### src/rtl/sup_pkg.sv
package sup_pkg;

  // Watchdog period selector encoding
  typedef enum logic [1:0] {
    SEL_LONG  = 2'b00,
    SEL_MID   = 2'b01,
    SEL_SHORT = 2'b10,
    SEL_OFF   = 2'b11
  } wd_sel_e;

  // Bit positions inside the synchronised input vector
  localparam int unsigned IN_SUP  = 0;
  localparam int unsigned IN_MR   = 1;
  localparam int unsigned IN_CS   = 2;
  localparam int unsigned IN_BATT = 3;
  localparam int unsigned IN_W    = 4;

endpackage

### src/rtl/sup_sync.sv
module sup_sync #(
  parameter int unsigned W      = 4,
  parameter int unsigned STAGES = 2,
  parameter logic [W-1:0] RST_VAL = '0
) (
  input  logic         clk,
  input  logic         rst,
  input  logic [W-1:0] d_i,
  output logic [W-1:0] q_o
);

  logic [W-1:0] stg [STAGES];

  for (genvar s = 0; s < STAGES; s++) begin : g_stage
    if (s == 0) begin : g_first
      always_ff @(posedge clk) begin
        if (rst) stg[s] <= RST_VAL;
        else     stg[s] <= d_i;
      end
    end else begin : g_next
      always_ff @(posedge clk) begin
        if (rst) stg[s] <= RST_VAL;
        else     stg[s] <= stg[s-1];
      end
    end
  end

  assign q_o = stg[STAGES-1];

endmodule

### src/rtl/sup_ms_tick.sv
module sup_ms_tick #(
  parameter int unsigned CLKS_PER_MS = 1000
) (
  input  logic clk,
  input  logic rst,
  output logic tick_o
);

  localparam int unsigned PW = (CLKS_PER_MS > 1) ? $clog2(CLKS_PER_MS) : 1;
  localparam logic [PW-1:0] LAST = PW'(CLKS_PER_MS - 1);

  logic [PW-1:0] pre_q;

  always_ff @(posedge clk) begin
    if (rst) begin
      pre_q  <= '0;
      tick_o <= 1'b0;
    end else if (pre_q == LAST) begin
      pre_q  <= '0;
      tick_o <= 1'b1;
    end else begin
      pre_q  <= pre_q + 1'b1;
      tick_o <= 1'b0;
    end
  end

endmodule

### src/rtl/sup_debounce.sv
module sup_debounce #(
  parameter int unsigned DEB_MS = 10
) (
  input  logic clk,
  input  logic rst,
  input  logic tick_i,
  input  logic lvl_i,
  output logic lvl_o
);

  localparam int unsigned DW = $clog2(DEB_MS + 1);
  localparam logic [DW-1:0] LAST = DW'(DEB_MS - 1);

  logic [DW-1:0] run_q;

  always_ff @(posedge clk) begin
    if (rst) begin
      run_q <= '0;
      lvl_o <= 1'b1;
    end else if (lvl_i == lvl_o) begin
      run_q <= '0;
    end else if (tick_i) begin
      if (run_q == LAST) begin
        run_q <= '0;
        lvl_o <= lvl_i;
      end else begin
        run_q <= run_q + 1'b1;
      end
    end
  end

endmodule

### src/rtl/sup_rst_hold.sv
module sup_rst_hold #(
  parameter int unsigned HOLD_MS = 150
) (
  input  logic clk,
  input  logic rst,
  input  logic tick_i,
  input  logic fault_i,
  output logic active_o
);

  localparam int unsigned HW = $clog2(HOLD_MS + 1);
  localparam logic [HW-1:0] LAST = HW'(HOLD_MS - 1);

  logic [HW-1:0] hold_q;

  always_ff @(posedge clk) begin
    if (rst) begin
      hold_q   <= '0;
      active_o <= 1'b1;
    end else if (fault_i) begin
      hold_q   <= '0;
      active_o <= 1'b1;
    end else if (active_o && tick_i) begin
      if (hold_q == LAST) begin
        hold_q   <= '0;
        active_o <= 1'b0;
      end else begin
        hold_q <= hold_q + 1'b1;
      end
    end
  end

endmodule

### src/rtl/sup_wdog.sv
module sup_wdog
  import sup_pkg::*;
#(
  parameter int unsigned HOLD_MS  = 150,
  parameter int unsigned LONG_MS  = 800,
  parameter int unsigned MID_MS   = 400,
  parameter int unsigned SHORT_MS = 150
) (
  input  logic       clk,
  input  logic       rst,
  input  logic       tick_i,
  input  logic       sys_rst_i,
  input  logic       cs_i,
  input  logic       freeze_i,
  input  logic [1:0] sel_i,
  output logic       alarm_o
);

  localparam int unsigned MAXP = (LONG_MS > MID_MS) ?
                                 ((LONG_MS > SHORT_MS) ? LONG_MS : SHORT_MS) :
                                 ((MID_MS > SHORT_MS) ? MID_MS : SHORT_MS);
  localparam int unsigned MAXC = (MAXP > HOLD_MS) ? MAXP : HOLD_MS;
  localparam int unsigned CW   = $clog2(MAXC + 1);

  function automatic logic [CW-1:0] period_last(input wd_sel_e s);
    case (s)
      SEL_LONG:  period_last = CW'(LONG_MS - 1);
      SEL_MID:   period_last = CW'(MID_MS - 1);
      SEL_SHORT: period_last = CW'(SHORT_MS - 1);
      default:   period_last = '0;
    endcase
  endfunction

  wd_sel_e       sel;
  wd_sel_e       sel_prev_q;
  logic          cs_prev_q;
  logic          kick;
  logic [CW-1:0] cnt_q;
  logic [CW-1:0] end_val;

  assign sel     = wd_sel_e'(sel_i);
  assign kick    = cs_prev_q & ~cs_i;
  assign end_val = alarm_o ? CW'(HOLD_MS - 1) : period_last(sel);

  always_ff @(posedge clk) begin
    if (rst) begin
      cnt_q      <= '0;
      alarm_o    <= 1'b0;
      cs_prev_q  <= 1'b1;
      sel_prev_q <= SEL_LONG;
    end else begin
      cs_prev_q  <= cs_i;
      sel_prev_q <= sel;
      if (sys_rst_i || (sel == SEL_OFF) || kick) begin
        cnt_q   <= '0;
        alarm_o <= 1'b0;
      end else if (sel != sel_prev_q) begin
        cnt_q <= '0;
      end else if (!freeze_i && tick_i) begin
        if (cnt_q == end_val) begin
          cnt_q   <= '0;
          alarm_o <= ~alarm_o;
        end else begin
          cnt_q <= cnt_q + 1'b1;
        end
      end
    end
  end

endmodule

### src/rtl/sup_reset_wdog.sv
module sup_reset_wdog
  import sup_pkg::*;
#(
  parameter int unsigned CLKS_PER_MS = 1000,
  parameter int unsigned HOLD_MS     = 150,
  parameter int unsigned DEB_MS      = 10,
  parameter int unsigned LONG_MS     = 800,
  parameter int unsigned MID_MS      = 400,
  parameter int unsigned SHORT_MS    = 150,
  parameter int unsigned SYNC_STAGES = 2
) (
  input  logic       clk,
  input  logic       rst,
  input  logic       supply_ok_i,
  input  logic       mr_n_i,
  input  logic       cs_wdi_i,
  input  logic       batt_mode_i,
  input  logic [1:0] wd_period_i,
  output logic       rst_n_o,
  output logic       wdo_n_o
);

  localparam logic [IN_W-1:0] SYNC_RST = (IN_W'(1) << IN_MR) | (IN_W'(1) << IN_CS);

  logic [IN_W-1:0] raw_in;
  logic [IN_W-1:0] syn_in;
  logic            tick;
  logic            mr_deb;
  logic            rst_active;
  logic            alarm;

  assign raw_in[IN_SUP]  = supply_ok_i;
  assign raw_in[IN_MR]   = mr_n_i;
  assign raw_in[IN_CS]   = cs_wdi_i;
  assign raw_in[IN_BATT] = batt_mode_i;

  sup_sync #(.W(IN_W), .STAGES(SYNC_STAGES), .RST_VAL(SYNC_RST)) u_sync (
    .clk (clk),
    .rst (rst),
    .d_i (raw_in),
    .q_o (syn_in)
  );

  sup_ms_tick #(.CLKS_PER_MS(CLKS_PER_MS)) u_tick (
    .clk    (clk),
    .rst    (rst),
    .tick_o (tick)
  );

  sup_debounce #(.DEB_MS(DEB_MS)) u_deb (
    .clk    (clk),
    .rst    (rst),
    .tick_i (tick),
    .lvl_i  (syn_in[IN_MR]),
    .lvl_o  (mr_deb)
  );

  sup_rst_hold #(.HOLD_MS(HOLD_MS)) u_hold (
    .clk      (clk),
    .rst      (rst),
    .tick_i   (tick),
    .fault_i  (~syn_in[IN_SUP] | ~mr_deb),
    .active_o (rst_active)
  );

  sup_wdog #(
    .HOLD_MS  (HOLD_MS),
    .LONG_MS  (LONG_MS),
    .MID_MS   (MID_MS),
    .SHORT_MS (SHORT_MS)
  ) u_wdog (
    .clk       (clk),
    .rst       (rst),
    .tick_i    (tick),
    .sys_rst_i (rst_active),
    .cs_i      (syn_in[IN_CS]),
    .freeze_i  (syn_in[IN_BATT]),
    .sel_i     (wd_period_i),
    .alarm_o   (alarm)
  );

  assign rst_n_o = ~rst_active;
  assign wdo_n_o = ~alarm;

endmodule

### config.mk
export PLATFORM = sky130hd
export DESIGN_NAME = sup_reset_wdog
export DESIGN_NICKNAME = d
export VERILOG_FILES = /design/src/rtl/sup_pkg.sv /design/src/rtl/sup_sync.sv /design/src/rtl/sup_ms_tick.sv /design/src/rtl/sup_debounce.sv /design/src/rtl/sup_rst_hold.sv /design/src/rtl/sup_wdog.sv /design/src/rtl/sup_reset_wdog.sv
export SDC_FILE = /design/constraint.sdc
export NUM_CORES = 1
export LEC_CHECK = 0
export BUFFER_PORTS_ARGS = -buffer_cell sky130_fd_sc_hd__buf_2
export CAP_MARGIN = 20
export CORE_MARGIN = 2
export CORE_UTILIZATION = 60
export DETAILED_ROUTE_END_ITERATION = 10
export PLACE_DENSITY_LB_ADDON = 0.1
export SYNTH_ARGS = -nofsm -noshare
export SYNTH_HDL_FRONTEND = slang
export SYNTH_HIERARCHICAL = 1
export SYNTH_SLANG_ARGS = --single-unit
export TNS_END_PERCENT = 20
### constraint.sdc
create_clock -name clk -period 3.55 [get_ports clk]
set_input_delay 0 -clock clk [delete_from_list [all_inputs] [get_ports clk]]
set_output_delay 0 -clock clk [all_outputs]
set_load 0.02 [all_outputs]
==> key figures, run 1 <==
Outcome
  – Outcome: completed

Logic synthesis
  – Ys flop type: dfxtp_1
  – Main combinational cell family by area after synthesis: simple AND/OR/NAND/NOR gates
  – Number of synthesized register bits: 47
  – Yosys Warn Count: 6
  – Multiplexer share of the synthesized area: 0.4457%
  – Syn avg cell area: 8.842 µm²
  – Synth Cell Area: 2246 µm²
  – Part of the Yosys area used for sequential elements: 41.89%
  – Post-synth ARST share: 0%
  – Xor and xnor fraction of the mapped netlist area: 5.850%
  – Mapped Cells: 254
  – Post-synthesis compound-gate area fraction: 14.21%
  – Synth Area in Adders: 5.571%
  – Synth unique cells: 51
  – Post-synth EDFFs: 0
  – Synth Area in Simple Gates: 29.36%
  – Mapped Nets: 272

Route
  – Met3 wire len: 93 µm
  – Vias/cell: 5.601
  – Drc violations: 0
  – Vias post-DR: 1798
  – WL/cell: 12.27 µm
  – Post-Route WL: 3.940 mm
  – Post-route ant nets: 0
  – Top layer in use: met4
  – DR WL met2: 1.826 mm
  – DR iter-0 viols: 70
  – Met1 WL: 1.934 mm
  – Pre-Repair DR Iteration Count: 4

Placed design
  – Port Buffers: 9
  – Post-DP Area: 2332 µm²
  – Dpl hpwl: 2.720 mm
  – GP Congestion: 0.7677
  – Dpl cells: 309

Power and ir drop
  – Total power divided by cell area: 379.4 nW/µm²
  – Lkg Pwr: 0.8459 nW
  – Design Power: 0.9376 mW
  – Worst VDD drop: 0.3179 mV

Min path
  – Worst Hold Class: primary input to flop
  – Hold path start: wd_period_i[0]

Timing
  – Max Fclk: 453.0 MHz
  – Fin. Hold Viols: 0
  – Final setup skew: 7.532 ps
  – Pins Over Slew Limit: 0
  – Slew HR: 49.09%
  – Period utilization: 62.19%
  – Total negative slack: 0 ps
  – RSZ-0062 raised after global routing: false
  – Final hold slack: 78.89 ps
  – Final setup vio count: 0
  – Final Critical Period: 2208 ps
  – Worst-Margin Slew: 744.4 ps

Global route
  – Largest net degree at the start of global routing: 26
  – Tot GR Track Use: 21.10%
  – Initial antenna violation count: 0
  – Global-route wire length before repair: 7.031 mm
  – Grt total ovfl: 0
  – Vias in the first global route: 1613

Clock tree
  – Setup bufs post-CTS: 0
  – CTS root buffer: clkbuf_8
  – CTS tree: yes
  – Clock slew at reported path FFs: 80 ps
  – Hold Buf Count CTS: 4
  – Clock sink count: 47
  – Total CTS buffers: 5
  – CTS H-Tree Depth: 2
  – Post_cts resized: 0
  – Clock Tree Buf Depth: 2
  – Insertion delay to the later sink of the worst-skew pair: 300 ps

Final layout
  – Area Overhead vs Synth: 10.03%
  – Layout Nets: 290
  – Layout cells sized above 1: 10.62%
  – ANT cells: 0
  – Post-route cell area: 2471 µm²
  – Non-filler cells, final: 321

Worst setup path
  – Critical Path End Type: flop
  – CP Launch Type: flop
  – Reg2reg path depth: 5
  – Worst Path Arrival: 2370 ps
  – Setup crit start: u_wdog/alarm_o
  – Crit Path Category: flop to flop
  – Crit path max fanout: 11
  – Worst reg-to-reg setup slack: 1340 ps
  – RR Startpoint: u_wdog/alarm_o
  – Critical Path End: u_wdog/cnt_q[9]
  – FF-to-FF End: u_wdog/cnt_q[9]
  – Critical Path RT: 3710 ps

Floorplan
  – Row Count: 22
  – Initial core utilization: 61.81%
  – Core area: 3633 µm²
  – Die Wd: 65.18 µm
  – Chip height: 65.18 µm
  – Die area: 4248 µm²
  – Io pins: 10

Flow run
  – Max_cap viols: 0
==> cell usage after synthesis, types with 2 or more instances <==
cell      count  share of area, %
and4_1        2              0.78
dfxtp_1      47                42
a221o_1       2              0.89
o211ai_1      3               1.0
nand2_1      19               3.2
nor2_1       24               4.0
or2_2         3              0.84
nand2b_1      3              0.84
nor2b_1       9               2.5
o21ai_0       9               2.0
or2_1         4               1.1
inv_1        11               1.8
ha_1         10               5.6
or3_1         7               1.9
nand3_1      15               3.3
a21oi_1      10               2.2
nand4_1       6               1.7
nor3_1       13               2.9
a31oi_1       2              0.56
or4_1         4               1.3
xnor2_1       3               1.2
nand2_2       2              0.56
o31ai_1       7               2.3
xor2_1       12               4.7
==> worst max-delay path, stage by stage, from the launching register on <==
cell      delay (ps)
dfxtp_1          400
nand2b_4         180
or3_1            300
a221o_1          430
nor3_1           660
nor3_1           110
==> flip-flops by register name, summed over array words and instances (netlist names) <==
| register | count |
|---|---|
| u_wdog/alarm_o | 1 |
| u_hold/active_o | 1 |
| u_tick/tick_o | 1 |
| u_deb/run_q | 4 |
| u_sync/stg | 8 |
| u_tick/pre_q | 10 |
| u_wdog/sel_prev_q | 2 |
| u_wdog/cs_prev_q | 1 |
| u_wdog/cnt_q | 10 |
| u_hold/hold_q | 8 |
| u_deb/lvl_o | 1 |
==> power breakdown <==
group	switching [mW]	internal [mW]
Clock	0.182	0.159
Sequential	0.00732	0.539
Combinational	0.0261	0.0248
==> kinds of logic (layout without fill, tap and decap cells) <==
kind of cell,Yosys count,in the layout
simple gates,121,121
xor+xnor,15,15
mux,1,1
compound gates,47,47
fa+ha+maj,10,10
flops,47,47
buf+inv,13,32
==> cell type report <==
class                      count  area, µm²
multi-input combinational    194       1245
fill                         346       1162
clock buffer                   6      82.58
tap                           48      60.06
clock inverter                 2      16.27
timing repair buffer          13      85.08
inverter                      11      41.29
sequential                    47      940.9
==> per-stage QoR <==
stage	worst slack (ps)	util, %
floorplan	1600	-
finish	1342	68.01
CTS	1344	68.01
global route	1168	68.01
detailed placement	1345	64.19
global placement	1400	64.19
==> worst min path at each step <==
stage,depth (start not counted),endpoint
global placement,2,u_sync/stg[0][1]
finish,3,u_wdog/sel_prev_q[0]
floorplan,1,u_wdog/sel_prev_q[0]
global route,2,u_sync/stg[0][0]
CTS,3,u_wdog/sel_prev_q[0]
detailed placement,2,u_sync/stg[0][1]
==> metal layers <==
layer,GRT usage (%),vias to the layer above
li1,-,952
met1,26.70,822
met2,34.06,15
met3,5.651,9
met4,8.594,0
met5,0,-
==> cell usage in the layout (no fill, tap or decap), types with 2 or more instances in the layout <==
cell type,Yosys,routed
nand2_1,19,19
nand2b_1,3,3
or2_2,3,3
dlygate4sd3_1,0,4
nor2_1,24,24
buf_2,0,9
xor2_1,12,12
nor2b_1,9,9
inv_1,11,11
or4_1,4,4
a221o_1,2,2
a31oi_1,2,2
ha_1,10,10
nor3_1,13,13
or3_1,7,7
dfxtp_1,47,47
o21ai_0,9,9
o31ai_1,7,7
clkbuf_8,0,6
xnor2_1,3,3
or2_1,4,4
nand3_1,15,15
and4_1,2,2
nand2_2,2,2
o211ai_1,3,3
a21oi_1,10,10
nand4_1,6,6
Power figures use the tool's default switching activity.
==> inputs of run 2 (changes only) <==
==> constraint.sdc (replaced) <==
create_clock -name clk -period 2.1 [get_ports clk]
set_input_delay 0 -clock clk [delete_from_list [all_inputs] [get_ports clk]]
set_output_delay 0 -clock clk [all_outputs]
set_load 0.02 [all_outputs]
==> run 2 against run 1 <==
Worst hold slack got worse by 13 ps. Largest cell class unchanged. Power increased by 81%. Sequential share of layout area down 0.85 points. Count of clock-buffer cells in the layout is the same. Global-route usage about the same.
==> key figures, run 2 (synthesis results as in run 1) <==
Placed design
  – GP Congestion: 0.8113 (+5.7%)
  – Post-DP Area: 2370 µm² (+1.6%)
  – Port Buffers: 9 (unchanged)
  – Dpl hpwl: 2.870 mm (+5.5%)
  – Placement Setup Slack: 201.0 ps (-1144 ps)

Final layout
  – Final Core Density: 69.56% (+1.5 points)
  – Area Overhead vs Synth: 12.53%
  – Fillers: 310 (-10%)
  – Biggest regs: u_tick/pre_q x10, u_wdog/cnt_q x10
  – ANT cells: 0 (unchanged)
  – Layout cells sized above 1: 12.23% (+1.6 points)
  – Layout Nets: 295 (+1.7%)
  – Most common cell after layout, fill and taps aside: dfxtp_1
  – Commonest non-fill, non-tap cells in the layout: 47 x dfxtp_1, 24 x nor2_1, 19 x nand2_1
  – Post-route cell area: 2527 µm² (+2.3%)

Power and ir drop
  – Lkg Pwr: 0.8863 nW (+4.8%)
  – Sequential power share: 54.5% (-3.7 points)
  – Design Power: 1.694 mW (+81%)
  – Combinational share of power: 5.3% (about the same)
  – Internal power: 1.339 mW (+85%)
  – Total power divided by cell area: 670.1 nW/µm² (+77%)
  – Clock share of power: 40.2% (+3.9 points)
  – Total net switching power: 0.3546 mW (+65%)
  – Worst VDD drop: 0.6100 mV (+92%)
  – Sw Share: 20.94% (-2.0 points)

Global route
  – Grt total ovfl: 0 (unchanged)
  – Initial antenna violation count: 0 (unchanged)
  – Vias in the first global route: 1630 (+1.1%)
  – Tot GR Track Use: 21.15% (+0.050 points)
  – Global-route wire length before repair: 6.975 mm (-0.80%)
  – Largest net degree at the start of global routing: 25 (-3.8%)

Route
  – Post-Route WL: 4.151 mm (+5.4%)
  – Vias post-DR: 1836 (+2.1%)
  – Pre-Repair DR Iteration Count: 4 (unchanged)
  – Post-route ant nets: 0 (unchanged)
  – Drc violations: 0 (unchanged)
  – Vias/cell: 5.632 (+0.55%)
  – DR iter-0 viols: 62 (-11%)
  – WL/cell: 12.73 µm (+3.7%)

Min path
  – Worst Hold Class: primary input to flop

Timing
  – Period utilization: 89.13% (+27 points)
  – Fin. Hold Viols: 0 (unchanged)
  – Total negative slack: 0 ps (unchanged)
  – Pins Over Slew Limit: 0 (unchanged)
  – Slew HR: 66.14% (+17 points)
  – Final setup margin: 228.2 ps (-1114 ps)
  – Final setup skew: 6.807 ps (-0.7246 ps)
  – Worst-Margin Slew: 508.0 ps (-236.4 ps)
  – Final setup vio count: 0 (unchanged)
  – Max Fclk: 534.2 MHz (+18%)
  – RSZ-0062 raised after global routing: false
  – Final Critical Period: 1872 ps (-335.9 ps)

Outcome
  – Outcome: completed

Floorplan
  – Initial core utilization: 61.81% (unchanged)
  – Chip height: 65.18 µm (unchanged)
  – Io pins: 10 (unchanged)
  – Die Wd: 65.18 µm (unchanged)
  – Core area: 3633 µm² (unchanged)
  – Die area: 4248 µm² (unchanged)
  – Row Count: 22 (unchanged)

Clock tree
  – Insertion delay to the later sink of the worst-skew pair: 300 ps (about the same)
  – Clock sink count: 47 (unchanged)
  – Clock Tree Buf Depth: 2 (unchanged)
  – Clock slew at reported path FFs: 80 ps (about the same)
  – CTS root buffer: clkbuf_8
  – CTS tree: yes
  – CTS H-Tree Depth: 2 (unchanged)
  – Total CTS buffers: 5 (unchanged)
  – Setup bufs post-CTS: 0 (unchanged)

Worst setup path
  – CP Launch Type: flop
  – Critical Path RT: 2330 ps (-1380 ps)
  – Worst Path Arrival: 2100 ps (-270 ps)
  – Critical Path End Type: flop
  – Crit path max fanout: 7 (-4)
  – Crit Path Category: flop to flop

Flow run
  – Max_cap viols: 0 (unchanged)
-- run 2: what timing repair did --
action | CTS | global route
resized for setup | 0 | 0
hold endpoints to repair | 4 | 0
hold buffers | 4 | 0
-- run 2: area by class of cell --
type	count	area [µm²]	area share (%)
Multi-Input combinational cell	194	1245	49.26
Sequential cell	47	940.9	37.23
Timing Repair Buffer	18	122.6	4.852
Clock buffer	6	82.58	3.267
Tap cell	48	60.06	2.376
Inverter	11	41.29	1.634
Clock inverter	2	35.03	1.386
-- run 2: critical path, cell delays in order, from the launching register on --
cell and delay [ps]:
dfxtp_1 370, or3_1 380, a221o_1 430, or4_1 480, a21boi_1 140
-- run 2: path summary, 6_finish.rpt --
check / startpoint / endpoint / slack, ps / depth (start not counted)
worst min register to register: u_sync/stg[0][1] / u_sync/stg[1][1] / 410 / 1
worst max-delay path: u_wdog/cnt_q[0] / u_wdog/alarm_o / 230 / 4
worst max register to register: u_wdog/cnt_q[0] / u_wdog/alarm_o / 230 / 4
worst min-delay path: wd_period_i[0] / u_wdog/sel_prev_q[0] / 70 / 3
-- run 2: power groups by stage --
stage	Sequential (mW)	Combinational [mW]	Clock (mW)
2_1_floorplan	0.941	0.0567	0
3_3_place_gp	0.944	0.0818	0
3_5_place_dp	0.944	0.0838	0
4_1_cts	0.923	0.0899	0.701
5_1_grt	0.926	0.103	0.731
6_report	0.923	0.0902	0.680
-- run 2: layer usage --
layer	GRT usage [%]	up-vias	wire length, µm
met5	0	-	0
met3	5.308	5	82
met4	9.635	0	56
met2	35.08	11	2005
li1	-	961	-
met1	25.75	859	2008
-- run 2: through the flow --
stage	hold WS (ps)	cells
floorplan	66.69	254
detailed placement	180.4	314
finish	65.92	326
CTS	56.79	326
global route	79.76	326
global placement	176.9	314
